`config.mk`:
```
export PLATFORM = sky130hd
export DESIGN_NAME = tsc_capture
export DESIGN_NICKNAME = d
export VERILOG_FILES = /design/src/rtl/tsc_pkg.sv /design/src/rtl/tsc_edge.sv /design/src/rtl/tsc_shift.sv /design/src/rtl/tsc_capture.sv
export SDC_FILE = /design/constraint.sdc
export NUM_CORES = 1
export LEC_CHECK = 0
export ABC_AREA = 0
export CAP_MARGIN = 10
export CORE_UTILIZATION = 35
export DETAILED_ROUTE_END_ITERATION = 8
export DONT_BUFFER_PORTS = 1
export GPL_TIMING_DRIVEN = 0
export SYNTH_ARGS = -nofsm -noshare
export SYNTH_HDL_FRONTEND = slang
export SYNTH_SLANG_ARGS = --single-unit
```
`constraint.sdc`:
```
create_clock -name clk -period 1.7 [get_ports clk]
set_clock_uncertainty 0.15 [all_clocks]
set_input_delay 0.425 -clock clk [delete_from_list [all_inputs] [get_ports clk]]
set_output_delay 0.425 -clock clk [all_outputs]
set_load 0.05 [all_outputs]
```
`src/rtl/tsc_pkg.sv`:
```
// Package: shared word-type encoding for the capture block.
package tsc_pkg;
    typedef enum logic [1:0] {
        WK_PTS  = 2'b00,
        WK_SCR  = 2'b01,
        WK_SYNC = 2'b10
    } word_kind_e;
endpackage

```
`src/rtl/tsc_edge.sv`:
```
// Strobe rise detector working in the accepted-bit domain.
// Assumes the strobe is meaningful only on edges where accept is high;
// the remembered level updates only on those edges.
module tsc_edge (
    input  logic clk,
    input  logic rst_n,
    input  logic accept,
    input  logic strobe,
    output logic rise
);
    logic prev_q;

    // Remember the strobe level seen on the last accepted edge.
    always_ff @(posedge clk) begin
        if (!rst_n)
            prev_q <= 1'b0;
        else if (accept)
            prev_q <= strobe;
    end

    assign rise = accept & strobe & ~prev_q;
endmodule

```
`src/rtl/tsc_shift.sv`:
```
// Shift-and-count engine. It starts on a start request, takes the
// current bit as the MSB, and counts the remaining accepted bits.
// Assumes that start requests are already qualified by accept.
module tsc_shift
    import tsc_pkg::*;
#(
    parameter int TS_BITS   = 34,
    parameter int SYNC_BITS = 12
) (
    input  logic               clk,
    input  logic               rst_n,
    input  logic               accept,
    input  logic               ser_bit,
    input  logic               start_ts,
    input  logic               start_sync,
    output logic               consume,
    output logic               out_valid,
    output word_kind_e         out_kind,
    output logic [TS_BITS-1:0] out_data
);
    localparam int CW = $clog2(TS_BITS + 1);

    logic               busy_q;
    logic [CW-1:0]      left_q;
    logic [TS_BITS-1:0] sh_q;
    logic               start;

    assign start   = ~busy_q & (start_ts | start_sync);
    assign consume = start | (busy_q & accept);

    // Start, shift and finish a capture; raise valid after the last bit.
    always_ff @(posedge clk) begin
        if (!rst_n) begin
            busy_q    <= 1'b0;
            left_q    <= '0;
            sh_q      <= '0;
            out_valid <= 1'b0;
            out_kind  <= WK_PTS;
        end else begin
            out_valid <= 1'b0;
            if (start) begin
                busy_q <= 1'b1;
                sh_q   <= {{(TS_BITS-1){1'b0}}, ser_bit};
                if (start_ts) begin
                    left_q   <= CW'(TS_BITS - 1);
                    out_kind <= ser_bit ? WK_SCR : WK_PTS;
                end else begin
                    left_q   <= CW'(SYNC_BITS - 1);
                    out_kind <= WK_SYNC;
                end
            end else if (busy_q && accept) begin
                sh_q   <= {sh_q[TS_BITS-2:0], ser_bit};
                left_q <= left_q - 1'b1;
                if (left_q == CW'(1)) begin
                    busy_q    <= 1'b0;
                    out_valid <= 1'b1;
                end
            end
        end
    end

    assign out_data = sh_q;
endmodule

```
`src/rtl/tsc_capture.sv`:
```
// Top: timestamp and frame-sync word capture on a shared serial line.
// It detects the rise of each strobe on accepted edges, gives a timing
// word priority over a sync word, and drives the data-exclude flag.
module tsc_capture
    import tsc_pkg::*;
#(
    parameter int TS_BITS   = 34,
    parameter int SYNC_BITS = 12
) (
    input  logic               clk,
    input  logic               rst_n,
    input  logic               bit_accept,
    input  logic               ser_bit,
    input  logic               tmode,
    input  logic               hsync,
    output logic               data_exclude,
    output logic               word_valid,
    output logic [1:0]         word_type,
    output logic [TS_BITS-1:0] word_data
);
    logic       ts_rise, sy_rise;
    word_kind_e kind;

    tsc_edge u_ts_edge (
        .clk(clk), .rst_n(rst_n), .accept(bit_accept),
        .strobe(tmode), .rise(ts_rise)
    );

    tsc_edge u_sy_edge (
        .clk(clk), .rst_n(rst_n), .accept(bit_accept),
        .strobe(hsync), .rise(sy_rise)
    );

    tsc_shift #(.TS_BITS(TS_BITS), .SYNC_BITS(SYNC_BITS)) u_shift (
        .clk(clk), .rst_n(rst_n), .accept(bit_accept), .ser_bit(ser_bit),
        .start_ts(ts_rise), .start_sync(sy_rise & ~ts_rise),
        .consume(data_exclude), .out_valid(word_valid),
        .out_kind(kind), .out_data(word_data)
    );

    assign word_type = kind;
endmodule

```
; Word-level counts from Yosys, hierarchy flattened
; Index checks and enable logic that the tools add are counted.
[word_totals]
regBits = 46
input_bits = 6
output_inout_bits = 38
wordCells = 42
[op_classes]
add_sub_neg = 1
eq_ne = 1
n_mux = 11
bitwise_logic = 15
reduce_logical = 6
[op_table]
columns = operator, n
row1 = 6-bit 2-to-1 mux, 3
row2 = 1-bit AND, 7
row3 = 1-bit 2-to-1 mux, 7
row4 = "6-bit by 1-bit == test with 1-bit output, second input constant", 1
row5 = 1-bit NOT, 6
row6 = "6-bit by 1-bit subtractor with 6-bit output, second input constant", 1
row7 = 2-bit nonzero test, 2
row8 = 3-bit OR reduction, 1
row9 = 2-bit 2-to-1 mux, 1
row10 = 1-bit bitwise OR, 2
row11 = 2-bit AND reduction, 1
row12 = 2-bit OR reduction, 1
row13 = 1-bit logical AND, 1

; Longest topological paths before layout
; Gate-level depths: netlist (run 1).
[depth]
depth_word = 8
mapped_depth = 6
depth_no_buf = 5

; Hierarchy
; A second synthesis (run 1) with hierarchy kept.
[unflattened]
hier_cells = 212
hier_area_um2 = 1739.2
[by_module_without_submodules]
columns = mod, n_inst, cells_per_inst, area_each_um2, seq_area_each_um2
row1 = tsc_shift, 1, 201, 1642.8, 880.8
row2 = tsc_edge, 2, 5, 41.3, 20.0
row3 = tsc_capture, 1, 1, 13.8, 0.0

; Worst setup path before layout (run 1)
; No wires, ideal clock.
[synth_path]
kind = input-to-output
start = in tmode
end = out data_exclude
t_arrival_ns = 1.368
t_required_ns = 1.125
path_slack_ns = -0.243
cell_stages = 3
n_path_buf = 0
cell_sequence = nor2b_4 o31ai_1 inv_1
[synth_between]
elab_chain_len = 7
[synth_lines]
columns = item, line
row1 = start: declaration, tsc_capture.sv:14  ; input logic tmode,
row2 = 1-bit AND * (2 in series), tsc_edge.sv:21  ; assign rise = accept & strobe & ~prev_q;
row3 = 1-bit NOT, tsc_capture.sv:36  ; .start_ts(ts_rise), .start_sync(sy_rise & ~ts_rise),
row4 = 1-bit AND, tsc_capture.sv:36
row5 = 1-bit bitwise OR *, tsc_shift.sv:28  ; assign start = ~busy_q & (start_ts | start_sync);
row6 = 1-bit AND *, tsc_shift.sv:28
row7 = 1-bit bitwise OR *, tsc_shift.sv:29  ; assign consume = start | (busy_q & accept);
row8 = end: declaration, tsc_capture.sv:16  ; output logic data_exclude,
; Mark *: on every way between the ends. The rest lies on a longest branch, timed or not.

; Worst setup path after layout (run 1)
[layout_path]
start = reg u_sy_edge.prev_q
end = out data_exclude
[layout_between]
elab_chain_len = 6
[layout_lines]
columns = item, line
row1 = start: declaration, tsc_edge.sv:11  ; logic prev_q;
row2 = start signal: assignment, tsc_edge.sv:18  ; prev_q <= strobe;
row3 = 1-bit NOT, tsc_edge.sv:21
row4 = 1-bit AND, tsc_edge.sv:21
row5 = 1-bit AND, tsc_capture.sv:36
row6 = 1-bit bitwise OR, tsc_shift.sv:28
row7 = 1-bit AND, tsc_shift.sv:28
row8 = 1-bit bitwise OR, tsc_shift.sv:29
; Every way passes these cells.

==> results of run 1 <==
metrics by stage:
stage / util / TNS (ns) / instances / worst slack (ns) / hold slack, ns
after floorplan: - / 0 / 209 / 0.0946 / 0.302
after global placement: 0.387 / -5.02 / 276 / -0.172 / 0.320
after detailed placement: 0.387 / -5.56 / 276 / -0.201 / 0.332
after CTS: 0.410 / -0.0137 / 285 / -0.0137 / 0.119
after global routing: 0.410 / -0.0462 / 285 / -0.0462 / 0.111
final: 0.410 / 0 / 285 / 0.00888 / 0.127
path summary, 6_finish.rpt:
path | from | endpoint | depth (start not counted)
setup / recovery | u_sy_edge.prev_q | data_exclude | 3
hold / removal | rst_n | u_shift.out_valid | 1
setup reg to reg | u_ts_edge.prev_q | u_shift.out_data[10] | 5
hold reg to reg | u_shift.left_q[4] | u_shift.left_q[4] | 2
worst max-delay path: cells and delay by family, from the launching register on:
family | cells | cell delay, ns
compound gates | 1 | 0.29
buf+inv | 1 | 0.13
flops | 1 | 0.34
simple gates | 1 | 0.06
kinds of logic (layout without fill, tap and decap cells):
logic type / after synthesis / count (layout) / synth area share
and+or+nand+nor: 89 / 89 / 0.220
AOI/OAI and AO/OA: 50 / 50 / 0.166
DFF: 46 / 46 / 0.528
buffers and inverters: 17 / 26 / 0.0452
muxes: 3 / 3 / 0.0172
adders and majority gates: 2 / 2 / 0.0143
xor gates and xnor gates: 2 / 2 / 0.0100
layer usage:
layer  global-route usage  share of wire
met1                0.191           0.47
met2                0.202           0.44
met3               0.0608          0.079
met4               0.0588         0.0081
met5                    0              0
state kept, by name, summed over array words and instances, names as in the netlist:
name / count
u_shift.out_kind: 2
u_sy_edge.prev_q: 1
u_shift.left_q: 6
u_shift.out_data: 34
u_shift.busy_q: 1
u_shift.out_valid: 1
u_ts_edge.prev_q: 1
final cells by class:
cell class / instances / area (um2)
tap: 67 / 83.8
clock buffer: 5 / 68.8
buffer: 11 / 56.3
inverter: 6 / 25.0
sequential: 46 / 925
multi-input combinational: 146 / 763
timing repair buffer: 1 / 7.51
fill: 520 / 2800
clock inverter: 3 / 21.3
power groups by stage:
stage / registers [mW] / clock network (mW) / logic, mW
after CTS: 1.14 / 0.701 / 0.197
after floorplan: 1.16 / 0 / 0.155
final: 1.14 / 0.665 / 0.194
after detailed placement: 1.16 / 0 / 0.190
after global routing: 1.14 / 0.755 / 0.218
after global placement: 1.16 / 0 / 0.189
placed cells by master, fill, tap and decap left out, drive strengths merged:
cell type	netlist	routed
nand2	70	70
dfxtp	46	46
a21oi	39	39
clkbuf	6	11
nor2	7	7
buf	5	6
inv	5	5
mux2i	3	3
o31ai	3	3
nor2b	3	3
clkinv	1	3
and3	2	2
ha	2	2
and2	2	2
o21ai	1	1
a22oi	1	1
nor3	1	1
nand4	1	1
a211oi	1	1
a2111oi	1	1
a21bo	1	1
nand3b	1	1
or4	1	1
or3	1	1
a21o	1	1
a221oi	1	1
xor2	1	1
a31oi	1	1
xnor2	1	1
clkinvlp	0	1
repair_timing:
action,CTS,global route
gates resized for setup,6,0
endpoints found under the setup margin,31,1
setup buffers,1,0
pin swaps,1,0
==> results.json, run 1 <==
{
  "final_design_area_no_fill_mm2": 0.00195,
  "synth_area_leader_cell": "dfxtp_1",
  "synthToLayoutAreaGrowth_pct": 11.8,
  "grt_pass1_vias": 1191,
  "syn_avg_cell_area_um2": 8.35,
  "synth_top_flop_cell": "dfxtp_1",
  "drive_gt1_frac": 0.124,
  "numPortBuffers": 0,
  "crit_path_cell_trace": "nor2b_2 -> o31ai_4 -> inv_4",
  "cts_max_path_buffers": 2,
  "io_pins": 44,
  "ys_seq_area_frac": 0.528,
  "wl_per_cell_um": 12.5,
  "fmax_ghz": 0.591,
  "status": "complete, no violations",
  "slew_headroom": 0.623,
  "firstDrtPassIters": 4,
  "worstPathArrival_ns": 1.12,
  "clkPwrFrac": 0.333,
  "synth_nets": 217,
  "grtUsageTotal": 0.143,
  "setup_viol": 0,
  "finalCriticalPeriod_ns": 1.69,
  "cts_root_buf": "clkbuf_8",
  "cp_slowest_stage_delay_ns": 0.34,
  "synth-async-reset-ratio": 0,
  "cp_max_fo": 3,
  "drc": 0,
  "synthTopCellsByCount": "nand2_1, dfxtp_1, a21oi_1",
  "crit_type": "flip-flop to primary output",
  "detail-route-antenna-nets": 0,
  "cp-start-kind": "flip-flop",
  "fp.dieW_um": 72.6,
  "antenna_found_initial": 0,
  "dieHeight_um": 72.6,
  "num_vias": 1379,
  "cts_buffers": 5,
  "grt_max_degree": 16,
  "maxCapViolations": 0,
  "num_rows": 25,
  "end_kind": "primary output",
  "totalWireLength_um": 3560,
  "dpl_cell_area_mm2": 0.00184,
  "combPwrFrac": 0.097,
  "switching_power_mw": 0.539,
  "synth_warnings": 0,
  "place_congestion": 0.686,
  "core_mm2": 0.00475,
  "crit_required_ns": 1.12,
  "timing.final.crit_share": 0.995,
  "ir_drop_mv": 0.600,
  "n_antenna_cell": 0,
  "cts_tree": "done",
  "cts_hold_buf": 0,
  "clk_pin_slew_ns": 0.09,
  "synth_edf_count": 0,
  "grt_overflow_total": 0,
  "ys_ff_latch": 46,
  "rrSetupSlack_ns": 0.12,
  "finalHoldViolCount": 0,
  "start_util": 0.367,
  "htree_levels": 2,
  "synth_area_leaders": "dfxtp_1, nand2_1, a21oi_1",
  "syn_area_mm2": 0.00174,
  "power.share.sequential": 0.570,
  "swShare": 0.270,
  "netlist_instances": 209,
  "synth_cell_types": 34,
  "internal-power_mw": 1.46,
  "critPathSlowestCell": "dfxtp_2",
  "clock_sinks": 46,
  "via_per_inst": 4.84,
  "total_power_mw": 2.00,
  "powerDensity_mw_per_mm2": 1020,
  "p_leak_nw": 0.650,
  "drv_slew": 0,
  "hold_class": "input pin to flip-flop",
  "rsz0062_at_grt": "yes",
  "synth_top_area_share": 0.528,
  "final_nets": 225,
  "grt_first_pass_wirelength_um": 5820,
  "dieArea_mm2": 0.00527,
  "synth.most_common_cell": "nand2_1",
  "worst_pin_slew_ns": 0.565,
  "dp_hpwl_um": 2430,
  "clock_latency_ns": 0.29,
  "drtIter0Drc": 71
}
No activity file was read; power rests on OpenSTA's default activity.
==> inputs of run 2 (changes only) <==
--- a/config.mk
+++ b/config.mk
@@ -7,10 +7,11 @@
 export LEC_CHECK = 0
 export ABC_AREA = 0
 export CAP_MARGIN = 10
-export CORE_UTILIZATION = 35
+export CORE_UTILIZATION = 55
 export DETAILED_ROUTE_END_ITERATION = 8
 export DONT_BUFFER_PORTS = 1
 export GPL_TIMING_DRIVEN = 0
+export PLACE_DENSITY = 0.7
 export SYNTH_ARGS = -nofsm -noshare
 export SYNTH_HDL_FRONTEND = slang
 export SYNTH_SLANG_ARGS = --single-unit
==> results.json, run 2 (same netlist as run 1, synthesis figures left out) <==
{
  "detail-route-antenna-nets": 0,
  "setup_viol": 1,
  "drtIter0Drc": 110,
  "worstPathArrival_ns": 1.18,
  "cp-start-kind": "flip-flop",
  "numPortBuffers": 0,
  "fmax_ghz": 0.571,
  "htree_levels": 2,
  "grtUsageTotal": 0.208,
  "ir_drop_mv": 0.611,
  "powerDensity_mw_per_mm2": 1110,
  "cts_max_path_buffers": 2,
  "grt_max_degree": 15,
  "place_ws_ns": -0.132,
  "crit_required_ns": 1.12,
  "num_vias": 1388,
  "mostFrequentLayoutCells": "nand2_1, dfxtp_1, a21oi_1",
  "grt_overflow_total": 0,
  "largest_reg_flops": 34,
  "dp_hpwl_um": 2320,
  "via_per_inst": 5.28,
  "timing.final.crit_share": 1.03,
  "r2r-end": "u_shift.left_q[3]",
  "final_design_area_no_fill_mm2": 0.00196,
  "fp.dieW_um": 58.3,
  "crit_path_cell_trace": "nor2b_4 -> o31ai_4 -> inv_4",
  "cts_hold_buf": 0,
  "slew_headroom": 0.612,
  "fin_setup_tns_ns": -0.0520,
  "final_nets": 226,
  "totalWireLength_um": 3290,
  "finalCriticalPeriod_ns": 1.75,
  "crit_type": "flip-flop to primary output",
  "firstDrtPassIters": 4,
  "fin_cells": 263,
  "clock_latency_ns": 0.34,
  "drive_gt1_frac": 0.128,
  "violations": "negative setup slack",
  "total_power_mw": 2.17,
  "cts_buffers": 5,
  "io_pins": 44,
  "worst_pin_slew_ns": 0.581,
  "core_mm2": 0.00303,
  "drc": 0,
  "synthToLayoutAreaGrowth_pct": 12.6,
  "cp_slowest_stage_delay_ns": 0.37,
  "maxCapViolations": 0,
  "cp_max_fo": 2,
  "clock_sinks": 46,
  "grt_pass1_vias": 1271,
  "place_congestion": 0.718,
  "num_rows": 20,
  "final_common_cell": "nand2_1",
  "p_leak_nw": 0.675,
  "crit_start": "u_sy_edge.prev_q",
  "fin_util": 0.648,
  "dieArea_mm2": 0.00340,
  "critPathSlowestCell": "dfxtp_2",
  "cts_root_buf": "clkbuf_4",
  "hold_slack_ns": 0.0762,
  "cts_tree": "done",
  "rsz0062_at_grt": "yes",
  "reg2regPathDepth": 4,
  "hold_class": "input pin to flip-flop",
  "fin_ws_ns": -0.0520,
  "path_delay_family": "flip-flops",
  "drv_slew": 0,
  "worst-path-buf-inv": 1,
  "start_util": 0.576,
  "reg2reg_from": "u_shift.busy_q",
  "endpoint": "data_exclude",
  "n_antenna_cell": 0,
  "dpl_cell_area_mm2": 0.00181,
  "dieHeight_um": 58.3,
  "clk_pin_slew_ns": 0.13,
  "status": "finished, violations left",
  "rrSetupSlack_ns": 0.14,
  "end_kind": "primary output",
  "crit_cells": 3,
  "wl_per_cell_um": 12.5,
  "placed_cells": 253,
  "antenna_found_initial": 0,
  "finalHoldViolCount": 0,
  "grt_first_pass_wirelength_um": 5530
}
[run 2: layer usage]
layer | part of all wire | vias to the layer above | track usage
met4 | 0.0030 | 0 | 0.0782
met5 | 0 | - | 0
met2 | 0.48 | 45 | 0.340
li1 | - | 703 | -
met1 | 0.44 | 638 | 0.263
met3 | 0.076 | 2 | 0.0571
[run 2: final cells by class]
| cell class | count | area [um2] |
|---|---|---|
| flip-flops and latches | 46 | 925 |
| inverters | 6 | 25.0 |
| multi-input cells | 146 | 776 |
| repair buffers | 2 | 15.0 |
| clock buffers | 6 | 51.3 |
| plain buffers | 11 | 56.3 |
| clock inverters | 2 | 60.1 |
| fillers | 270 | 1060 |
| well taps | 44 | 55.1 |
[run 2: worst min-delay path by stage]
stage                                  from                 to  slack, ns  depth (start not counted)
after floorplan           u_shift.left_q[4]  u_shift.left_q[4]       0.30                          2
after global placement    u_shift.left_q[4]  u_shift.left_q[4]       0.31                          2
after detailed placement  u_shift.left_q[4]  u_shift.left_q[4]       0.33                          2
after CTS                             rst_n  u_shift.out_valid       0.06                          1
final                                 rst_n  u_shift.out_valid       0.08                          1
after global routing                  rst_n  u_shift.out_valid       0.06                          1
[run 2: what timing repair did]
action,in CTS,in global routing
pin swaps,1,0
setup buffers,2,0
endpoints found under the setup margin,4,23
gates resized for setup,7,1
[run 2: power by group]
group	switching (mW)	leakage [nW]	internal, mW
logic	0.129	0.243	0.0730
registers	0.0391	0.373	1.10
clock network	0.331	0.0585	0.498
total	0.498	0.675	1.67
